[config.mk]
export PLATFORM = sky130hd
export DESIGN_NAME = blkmv_engine
export DESIGN_NICKNAME = d
export VERILOG_FILES = /design/src/rtl/blkmv_pkg.sv /design/src/rtl/blkmv_seq.sv /design/src/rtl/blkmv_regs.sv /design/src/rtl/blkmv_engine.sv
export SDC_FILE = /design/constraint.sdc
export NUM_CORES = 1
export LEC_CHECK = 0
export ABC_CLOCK_PERIOD_IN_PS = 2000
export BUFFER_PORTS_ARGS = -buffer_cell sky130_fd_sc_hd__buf_2
export CAP_MARGIN = 10
export CORE_UTILIZATION = 43
export DETAILED_ROUTE_END_ITERATION = 8
export PLACE_DENSITY_LB_ADDON = 0.25
export SETUP_SLACK_MARGIN = 0.05
export SLEW_MARGIN = 20
export SYNTH_ARGS = -nofsm -noshare
export SYNTH_HDL_FRONTEND = slang
export SYNTH_SLANG_ARGS = --single-unit
[constraint.sdc]
create_clock -name clk -period 2 [get_ports clk]
set_input_delay 0.5 -clock clk [delete_from_list [all_inputs] [get_ports clk]]
set_output_delay 0.5 -clock clk [all_outputs]
set_load 0.03 [all_outputs]
[src/rtl/blkmv_pkg.sv]
package blkmv_pkg;

    localparam int DEF_ADDR_W    = 16;
    localparam int DEF_CNT_W     = 8;
    localparam int DEF_DATA_W    = 8;
    localparam int DEF_SETUP_CYC = 4;
    localparam int DEF_TAIL_LONG = 5;

    typedef enum logic [2:0] {
        S_IDLE,
        S_SETUP,
        S_RADDR,
        S_RCAP,
        S_WRITE,
        S_UPD,
        S_TAIL
    } mv_state_e;

    typedef struct packed {
        logic load;
        logic capture;
        logic step;
    } mv_ctl_t;

    // Cycle budget of one move: four per byte plus the fixed overhead.
    function automatic int run_len(input int n, input logic short_sel,
                                   input int setup_cyc, input int tail_long);
        return 4 * n + setup_cyc + (short_sel ? tail_long - 1 : tail_long);
    endfunction

endpackage

[src/rtl/blkmv_seq.sv]
module blkmv_seq
    import blkmv_pkg::*;
#(
    parameter int SETUP_CYC = DEF_SETUP_CYC,
    parameter int TAIL_LONG = DEF_TAIL_LONG
) (
    input  logic      clk,
    input  logic      rst,
    input  logic      start,
    input  logic      short_tail,
    input  logic      cnt_zero,
    input  logic      cnt_one,
    output mv_state_e state,
    output mv_ctl_t   ctl,
    output logic      busy,
    output logic      done
);
    localparam int PAD_MAX = (SETUP_CYC > TAIL_LONG) ? SETUP_CYC : TAIL_LONG;
    localparam int PAD_W   = $clog2(PAD_MAX + 1);
    localparam logic [PAD_W-1:0] SETUP_LAST = PAD_W'(SETUP_CYC - 1);
    localparam logic [PAD_W-1:0] TAIL_LAST  = PAD_W'(TAIL_LONG - 1);
    localparam logic [PAD_W-1:0] TAIL_SLAST = PAD_W'(TAIL_LONG - 2);
    localparam logic [PAD_W-1:0] PAD_ONE    = PAD_W'(1);

    mv_state_e        state_q, state_d;
    logic [PAD_W-1:0] pad_q, pad_d;
    logic             short_q;
    logic [PAD_W-1:0] tail_first;

    assign tail_first = short_q ? TAIL_SLAST : TAIL_LAST;

    always_comb begin
        state_d = state_q;
        pad_d   = pad_q;
        unique case (state_q)
            S_IDLE: begin
                if (start) begin
                    state_d = S_SETUP;
                    pad_d   = SETUP_LAST;
                end
            end
            S_SETUP: begin
                if (pad_q == '0) begin
                    if (cnt_zero) begin
                        state_d = S_TAIL;
                        pad_d   = tail_first;
                    end else begin
                        state_d = S_RADDR;
                    end
                end else begin
                    pad_d = pad_q - PAD_ONE;
                end
            end
            S_RADDR: state_d = S_RCAP;
            S_RCAP:  state_d = S_WRITE;
            S_WRITE: state_d = S_UPD;
            S_UPD: begin
                if (cnt_one) begin
                    state_d = S_TAIL;
                    pad_d   = tail_first;
                end else begin
                    state_d = S_RADDR;
                end
            end
            S_TAIL: begin
                if (pad_q == '0) state_d = S_IDLE;
                else             pad_d   = pad_q - PAD_ONE;
            end
            default: state_d = S_IDLE;
        endcase
    end

    always_ff @(posedge clk) begin
        if (rst) begin
            state_q <= S_IDLE;
            pad_q   <= '0;
            short_q <= 1'b0;
        end else begin
            state_q <= state_d;
            pad_q   <= pad_d;
            if (state_q == S_IDLE && start) short_q <= short_tail;
        end
    end

    assign state       = state_q;
    assign ctl.load    = (state_q == S_IDLE) && start;
    assign ctl.capture = (state_q == S_RCAP);
    assign ctl.step    = (state_q == S_UPD);
    assign busy        = (state_q != S_IDLE);
    assign done        = (state_q == S_TAIL) && (pad_q == '0);

    // The completion pulse is always the final busy cycle.
    p_done_last_r8: assert property (@(posedge clk) disable iff (rst)
        done |=> !busy);
    // The engine leaves idle only on a start request.
    p_leave_idle_r2: assert property (@(posedge clk) disable iff (rst)
        (!busy && !start) |=> !busy);
endmodule

[src/rtl/blkmv_regs.sv]
module blkmv_regs
    import blkmv_pkg::*;
#(
    parameter int ADDR_W = DEF_ADDR_W,
    parameter int CNT_W  = DEF_CNT_W,
    parameter int DATA_W = DEF_DATA_W
) (
    input  logic              clk,
    input  logic              rst,
    input  mv_ctl_t           ctl,
    input  logic [ADDR_W-1:0] src_init,
    input  logic [ADDR_W-1:0] dst_init,
    input  logic [CNT_W-1:0]  cnt_init,
    input  logic [DATA_W-1:0] rd_data,
    output logic [ADDR_W-1:0] src_q,
    output logic [ADDR_W-1:0] dst_q,
    output logic [CNT_W-1:0]  cnt_q,
    output logic [DATA_W-1:0] byte_q,
    output logic              cnt_zero,
    output logic              cnt_one
);
    localparam logic [ADDR_W-1:0] ADDR_ONE = ADDR_W'(1);
    localparam logic [CNT_W-1:0]  CNT_ONE  = CNT_W'(1);

    always_ff @(posedge clk) begin
        if (rst) begin
            src_q  <= '0;
            dst_q  <= '0;
            cnt_q  <= '0;
            byte_q <= '0;
        end else begin
            if (ctl.load) begin
                src_q <= src_init;
                dst_q <= dst_init;
                cnt_q <= cnt_init;
            end else if (ctl.step) begin
                src_q <= src_q + ADDR_ONE;
                dst_q <= dst_q + ADDR_ONE;
                cnt_q <= cnt_q - CNT_ONE;
            end
            if (ctl.capture) byte_q <= rd_data;
        end
    end

    assign cnt_zero = (cnt_q == '0);
    assign cnt_one  = (cnt_q == CNT_ONE);

    // Each update advances both pointers by one and lowers the count by one.
    p_step_adv_r5: assert property (@(posedge clk) disable iff (rst)
        ctl.step |=> (src_q == $past(src_q) + ADDR_ONE)
                  && (dst_q == $past(dst_q) + ADDR_ONE)
                  && (cnt_q == $past(cnt_q) - CNT_ONE));
    // An update is never issued on an empty count.
    p_no_underflow_r6: assert property (@(posedge clk) disable iff (rst)
        ctl.step |-> !cnt_zero);
endmodule

[src/rtl/blkmv_engine.sv]
module blkmv_engine
    import blkmv_pkg::*;
#(
    parameter int ADDR_W    = DEF_ADDR_W,
    parameter int CNT_W     = DEF_CNT_W,
    parameter int DATA_W    = DEF_DATA_W,
    parameter int SETUP_CYC = DEF_SETUP_CYC,
    parameter int TAIL_LONG = DEF_TAIL_LONG
) (
    input  logic              clk,
    input  logic              rst,
    input  logic              start,
    input  logic              short_tail,
    input  logic [ADDR_W-1:0] src_init,
    input  logic [ADDR_W-1:0] dst_init,
    input  logic [CNT_W-1:0]  cnt_init,
    output logic              rd_en,
    output logic [ADDR_W-1:0] rd_addr,
    input  logic [DATA_W-1:0] rd_data,
    output logic              wr_en,
    output logic [ADDR_W-1:0] wr_addr,
    output logic [DATA_W-1:0] wr_data,
    output logic [ADDR_W-1:0] src_out,
    output logic [ADDR_W-1:0] dst_out,
    output logic [CNT_W-1:0]  cnt_out,
    output logic              busy,
    output logic              done
);
    localparam int LEN_W = CNT_W + 6;

    mv_state_e         state;
    mv_ctl_t           ctl;
    logic              cnt_zero, cnt_one;
    logic [ADDR_W-1:0] src_q, dst_q;
    logic [CNT_W-1:0]  cnt_q;
    logic [DATA_W-1:0] byte_q;

    blkmv_seq #(
        .SETUP_CYC (SETUP_CYC),
        .TAIL_LONG (TAIL_LONG)
    ) u_seq (
        .clk        (clk),
        .rst        (rst),
        .start      (start),
        .short_tail (short_tail),
        .cnt_zero   (cnt_zero),
        .cnt_one    (cnt_one),
        .state      (state),
        .ctl        (ctl),
        .busy       (busy),
        .done       (done)
    );

    blkmv_regs #(
        .ADDR_W (ADDR_W),
        .CNT_W  (CNT_W),
        .DATA_W (DATA_W)
    ) u_regs (
        .clk      (clk),
        .rst      (rst),
        .ctl      (ctl),
        .src_init (src_init),
        .dst_init (dst_init),
        .cnt_init (cnt_init),
        .rd_data  (rd_data),
        .src_q    (src_q),
        .dst_q    (dst_q),
        .cnt_q    (cnt_q),
        .byte_q   (byte_q),
        .cnt_zero (cnt_zero),
        .cnt_one  (cnt_one)
    );

    assign rd_en   = (state == S_RADDR);
    assign rd_addr = src_q;
    assign wr_en   = (state == S_WRITE);
    assign wr_addr = dst_q;
    assign wr_data = byte_q;
    assign src_out = src_q;
    assign dst_out = dst_q;
    assign cnt_out = cnt_q;

    // Run-length checker: counts busy cycles and compares them with the budget.
    logic [LEN_W-1:0] len_q;
    logic [CNT_W-1:0] n0_q;
    logic             sh_q;

    always_ff @(posedge clk) begin
        if (rst) begin
            len_q <= '0;
            n0_q  <= '0;
            sh_q  <= 1'b0;
        end else if (ctl.load) begin
            len_q <= '0;
            n0_q  <= cnt_init;
            sh_q  <= short_tail;
        end else if (busy) begin
            len_q <= len_q + LEN_W'(1);
        end
    end

    p_budget_r7: assert property (@(posedge clk) disable iff (rst)
        done |-> (int'(len_q) + 1 == run_len(int'(n0_q), sh_q, SETUP_CYC, TAIL_LONG)));
    p_excl_strobe_r10: assert property (@(posedge clk) disable iff (rst)
        !(rd_en && wr_en));
    p_wr_after_rd_r4: assert property (@(posedge clk) disable iff (rst)
        $rose(wr_en) |-> $past(rd_en, 2));
    p_hold_r9: assert property (@(posedge clk) disable iff (rst)
        (busy && !ctl.step) |=> ($stable(src_out) && $stable(dst_out) && $stable(cnt_out)));
    p_done_empty_r8: assert property (@(posedge clk) disable iff (rst)
        done |-> (cnt_out == '0));
endmodule

# Yosys cells after proc, flatten, opt, wreduce, memory -nomap -nowiden
# Cells that the tools add are included.
[totals] register_bits=55 input_bits=52 output_inout_bits=84 elab_cells=53
[op_classes] n_addsub=4 eq_ne=13 n_mux=19 reduce_logical=10
[op_table] operator="16-bit 2-to-1 mux" count=4
[op_table] operator="3-bit 2-to-1 mux" count=11
[op_table] operator="16-bit by 1-bit adder with 16-bit output (second input constant)" count=2
[op_table] operator="3-bit one-hot mux with 7 select lines" count=1
[op_table] operator="8-bit 2-to-1 mux" count=2
[op_table] operator="3-bit one-hot mux with 4 select lines" count=1
[op_table] operator="3-bit == test (second input constant)" count=3
[op_table] operator="8-bit by 1-bit == test with 1-bit output (second input constant)" count=1
[op_table] operator="8-bit logical NOT" count=1
[op_table] operator="8-bit by 1-bit subtractor with 8-bit output (second input constant)" count=1
[op_table] operator="3-bit by 2-bit == test with 1-bit output (second input constant)" count=2
[op_table] operator="3-bit logical NOT" count=2
[op_table] operator="2-bit by 1-bit inequality test with 1-bit output (second input constant)" count=3
[op_table] operator="5-bit AND reduction" count=1
[op_table] operator="2-bit inequality test (second input constant)" count=2
[op_table] operator="4-bit nonzero test" count=1
[op_table] operator="3-bit by 1-bit == test with 1-bit output (second input constant)" count=1
[op_table] operator="3-bit inequality test (second input constant)" count=1
[op_table] operator="3-bit AND reduction" count=1
[op_table] operator="3-bit nonzero test" count=1
[op_table] operator="3-bit by 1-bit subtractor with 3-bit output (second input constant)" count=1
[op_table] operator="1-bit logical AND" count=2
[op_table] operator="2-bit nonzero test" count=1

# Depth between registers and ports, before layout
[logic_depth] word_depth=4 ltp_mapped=8 depth_no_buf=7

# Hierarchy
# From an unflattened synthesis, not the netlist that was laid out.
[unflattened] hier_cells=395 area_unflattened_um2=3253.1
[by_module_without_submodules] mod="blkmv_regs" instances=1 cells_per_inst=296 area_each_um2=2434.8 seq_area_each_um2=960.9
[by_module_without_submodules] mod="blkmv_seq" instances=1 cells_per_inst=65 area_each_um2=563.0 seq_area_each_um2=140.1
[by_module_without_submodules] mod="blkmv_engine" instances=1 cells_per_inst=34 area_each_um2=255.2 seq_area_each_um2=0.0

# Least setup slack after synthesis
# Ideal clock, no wire load.
[synth_path] path_type="register to register" from="register u_regs.src_q[2]" to="register u_regs.src_q[15]" setup_ps=91 arrival_ps=2019 required_time_ps=1909 slack_ps=-110 path_stages_with_launch=6 path_buffers=1 synth_period_minus_slack_ps=2110 path_cell_list="dfxtp_1 nand3_2 or4_1 buf_2 or3_1 a311oi_1"
[synth_between] elab_chain_len=3
[synth_lines] element="start: declaration" line_no="blkmv_regs.sv:15" rtl="output logic [ADDR_W-1:0] src_q,"
[synth_lines] element="start signal: assignment" line_no="blkmv_regs.sv:33" rtl="src_q <= src_init;"
[synth_lines] element="start signal: assignment" line_no="blkmv_regs.sv:37" rtl="src_q <= src_q + ADDR_ONE;"
[synth_lines] element="16-bit by 1-bit adder with 16-bit output" line_no="blkmv_regs.sv:37"
[synth_lines] element="16-bit 2-to-1 mux" line_no="blkmv_regs.sv:36" rtl="end else if (ctl.step) begin"
[synth_lines] element="16-bit 2-to-1 mux" line_no="blkmv_regs.sv:32" rtl="if (ctl.load) begin"
# No other way between the ends. The select of a mux whose other input is x is not followed.
# A chain may end at the register's enable or synchronous reset.

# Final worst setup path
[layout_path] from="register u_seq.state_q[0], in the netlist u_seq.state[0]" to="output port busy"
[layout_between] elab_chain_len=1
[layout_lines] element="start: declaration" line_no="blkmv_seq.sv:25" rtl="mv_state_e state_q, state_d;"
[layout_lines] element="start signal: assignment" line_no="blkmv_seq.sv:79" rtl="state_q <= state_d;"
[layout_lines] element="3-bit nonzero test" line_no="blkmv_seq.sv:89" rtl="assign busy = (state_q != S_IDLE);"
[layout_lines] element="end: declaration" line_no="blkmv_engine.sv:26" rtl="output logic busy,"
# No other way between the ends.

==> metrics.md <==
| Metric | Value |
|---|---|
| Mapped Area | `0.00317 mm^2` |
| Vias per cell | `5.35` |
| Initial Util | `45.7%` |
| Worst EP arrival | `1.39 ns` |
| RSZ-0062 raised after global routing | `yes` |
| DP Area | `0.00381 mm^2` |
| Die Y | `87.9 um` |
| Required @ worst endpoint | `1.50 ns` |
| Reg-to-reg slack, setup | `0.16 ns` |
| First-pass GRT wire length | `13300 um` |
| Post-synth top area share | `34.7%` |
| Post-route setup TNS | `0 ns` |
| Async S/R FF share, synth | `0%` |
| IO Port Bufs | `135` |
| NumNets Final | `550` |
| Inst Count DP | `577` |
| Overall power | `4950 uW` |
| Initial drt markers | `136` |
| Design Area, Final | `0.00397 mm^2` |
| Worst r2r src | `u_regs.dst_q[1]` |
| Gpl congestion | `0.814` |
| Sink Count | `55` |
| Initial antenna violation count | `0` |
| I/O pin count | `136` |
| Largest net degree at the start of global routing | `43` |
| Fraction of synthesized cell area in xor and xnor cells | `3.87%` |
| Dominant cells by area after synthesis | `dfxtp_1, buf_4, nor2_1, a211oi_1, a311oi_1` |
| LEAKAGE | `0.00182 uW` |
| Diodes inserted | `0` |
| Final worst slack | `0.109 ns` |
| CTS tree | `yes` |
| Period utilization | `94.5%` |
| Final wirelength | `8290 um` |
| CP cell instances | `buf_6 > or3_1 > buf_4` |
| Max-slew headroom | `63.9%` |
| Worst slew pin tran | `0.540 ns` |
| Core area | `0.00694 mm^2` |
| Antenna-violating nets left | `0` |
| Post-DP HPWL | `6110 um` |
| Fin. max-slew vios | `0` |
| Register area share after synthesis | `34.7%` |
| Total number of vias | `3148` |
| Primary FF master, synth | `dfxtp_1` |
| Root buffer cell | `clkbuf_8` |
| Worst hold path class | `input pin to flip-flop` |
| Clk slew on worst S/H paths | `0.11 ns` |
| Post-synthesis simple-gate area fraction | `24.7%` |
| Fin crit period | `1.89 ns` |
| Max stage delay on crit path | `0.39 ns` |
| Final Hold Viols | `0` |
| Die ar. | `0.00772 mm^2` |
| Cells after Synth | `384` |
| Area growth from synthesis to layout | `25.1%` |
| Post-synthesis mux area share | `4.18%` |
| Post-synth cell types | `50` |
| Post-synth net total | `443` |
| Total CTS buffers | `5` |
| Setup crit end | `busy` |
| Row Count | `30` |
| Main combinational cell family by area after synthesis | `simple AND/OR/NAND/NOR gates` |
| Compound-gate portion of the synthesized area | `18.0%` |
| Worst Setup End Kind | `primary output` |
| Status | `finished, final reports clean` |
| Drt pass-1 iters | `4` |
| P per Cell Area | `1250 mW/mm^2` |
| Commonest non-fill, non-tap cell in the layout | `buf_2` |
| H-tree depth | `2` |
| Residual DRC count | `0` |
| CP Class | `flip-flop to primary output` |
| Adder-cell area share of the yosys netlist | `2.76%` |
| Crit path launch type | `flip-flop` |
| CP max FO | `14` |
| Die width | `87.9 um` |
| Final setup viols | `0` |
| Max clock buf depth | `2` |
| CP max stage cell | `or3_1` |
| Worst slack, placed | `0.128 ns` |
| Total grt overflow | `0` |
| Max VDD drop | `0.000561 V` |
| CP Launch Point | `u_seq.state[0]` |
| Clk_lat worst skew | `0.31 ns` |
| Drt wl/cell | `14.1 um` |
| Fmax | `529 MHz` |
| Final non-filler cell total | `588` |
| Yosys warning total | `0` |
| # fillers | `658` |
| Final clock skew | `0.0106 ns` |
| Syn Area/Cell | `8.26 um^2` |
| Share of layout cells above drive strength 1 | `40.9%` |
| Post-synth EDFFs | `0` |
| Count of max-cap constraint violations | `0` |
| Worst r2r path cells | `5` |
| #FFs+latches synth | `55` |
| WHS Path Cells | `3` |
| GR Util All Layers | `21.7%` |
| Vias in the first global route | `2839` |
| RR Endpoint | `u_regs.dst_q[14]` |
| Synth area leader | `dfxtp_1` |
| Commonest cells after routing, fill and taps aside | `buf_2, nor2_1, dfxtp_1, dfxtp_2, buf_4` |
## metal layers
metal  share of wire [%]  up-vias  track usage, %  wire (um)
met5                   0        -               0          0
met4                0.94        0            6.26         78
met3                 5.9        8            3.86        492
met2                  46      110            35.6       3830
met1                  47     1450            29.1       3890
li1                    -     1580               -          -
## synthesized netlist by cell type, types with 2 or more instances
cell type / number
nand3b_1: 3
a31oi_1: 2
a311oi_1: 13
nor3_1: 7
and2_1: 2
nor2_1: 56
and4_1: 2
nand4_1: 8
ha_1: 7
buf_4: 32
mux2i_1: 11
o311ai_0: 2
nand2_1: 17
o21ai_0: 14
mux2_2: 2
a2bb2oi_1: 3
a211oi_1: 16
dfxtp_1: 55
inv_1: 10
buf_2: 3
nand4b_1: 2
nand3_2: 2
a21oi_1: 16
nand2b_1: 4
nor4_1: 9
xnor2_1: 8
or4_1: 4
clkbuf_1: 21
xor2_1: 6
a221oi_1: 4
or3_1: 11
nor2b_1: 2
or3b_2: 2
nand3_1: 11
o221ai_1: 2
## power by group
part / switching (uW) / total [uW] / internal (uW)
Combinational: 1690 / 2630 / 937
Sequential: 326 / 1710 / 1380
Clock: 375 / 621 / 246
Total: 2390 / 4950 / 2560
## state kept, by name, summed over array words and instances, names as in the netlist
name,count
u_seq.short_q,1
u_regs.cnt_q,8
u_regs.dst_q,16
u_regs.src_q,16
u_seq.state,3
u_seq.pad_q,3
u_regs.byte_q,8
## layout make-up
cell class	instances	area, um^2	area share (%)
tap	96	120	3.03
clock inverter	2	12.5	0.315
inverter	10	37.5	0.946
multi-input combinational	263	1730	43.6
sequential	55	1130	28.5
clock buffer	6	72.6	1.83
timing repair buffer	156	865	21.8
## worst min path at each step
| stage | startpoint | end |
|---|---|---|
| after floorplan | u_seq.short_q | u_seq.short_q |
| after global placement | u_seq.short_q | u_seq.short_q |
| after detailed placement | u_seq.short_q | u_seq.short_q |
| after CTS | rd_data[6] | u_regs.byte_q[6] |
| after global routing | short_tail | u_seq.short_q |
| final | rd_data[6] | u_regs.byte_q[6] |
## kinds of logic after synthesis
family | after synthesis
AOI/OAI and AO/OA | 81
xor gates and xnor gates | 14
adders and majority gates | 7
buffers and inverters | 66
DFF | 55
muxes | 13
and+or+nand+nor | 148
## stage by stage
step | hold WS [ns] | utilization (%)
6_report | 0.416 | 57.1
5_1_grt | 0.421 | 57.1
4_1_cts | 0.409 | 56.2
3_5_place_dp | 0.448 | 54.9
3_3_place_gp | 0.447 | 54.9
2_1_floorplan | 0.431 | -
## critical path, delay by kind of cell (launching register included)
family	cells	cell delay [ns]
flip-flops	1	0.35
AND/OR/NAND/NOR	1	0.39
buffers and inverters	2	0.33
## repair_timing
| action | CTS | global route |
|---|---|---|
| hold buffers | 0 | 0 |
| setup buffers | 0 | 3 |
| pin swaps | 0 | 2 |
| endpoints found under the setup margin | 1 | 9 |
| gates resized for setup | 3 | 15 |
Note: power is estimated with default switching activity, not from simulation.
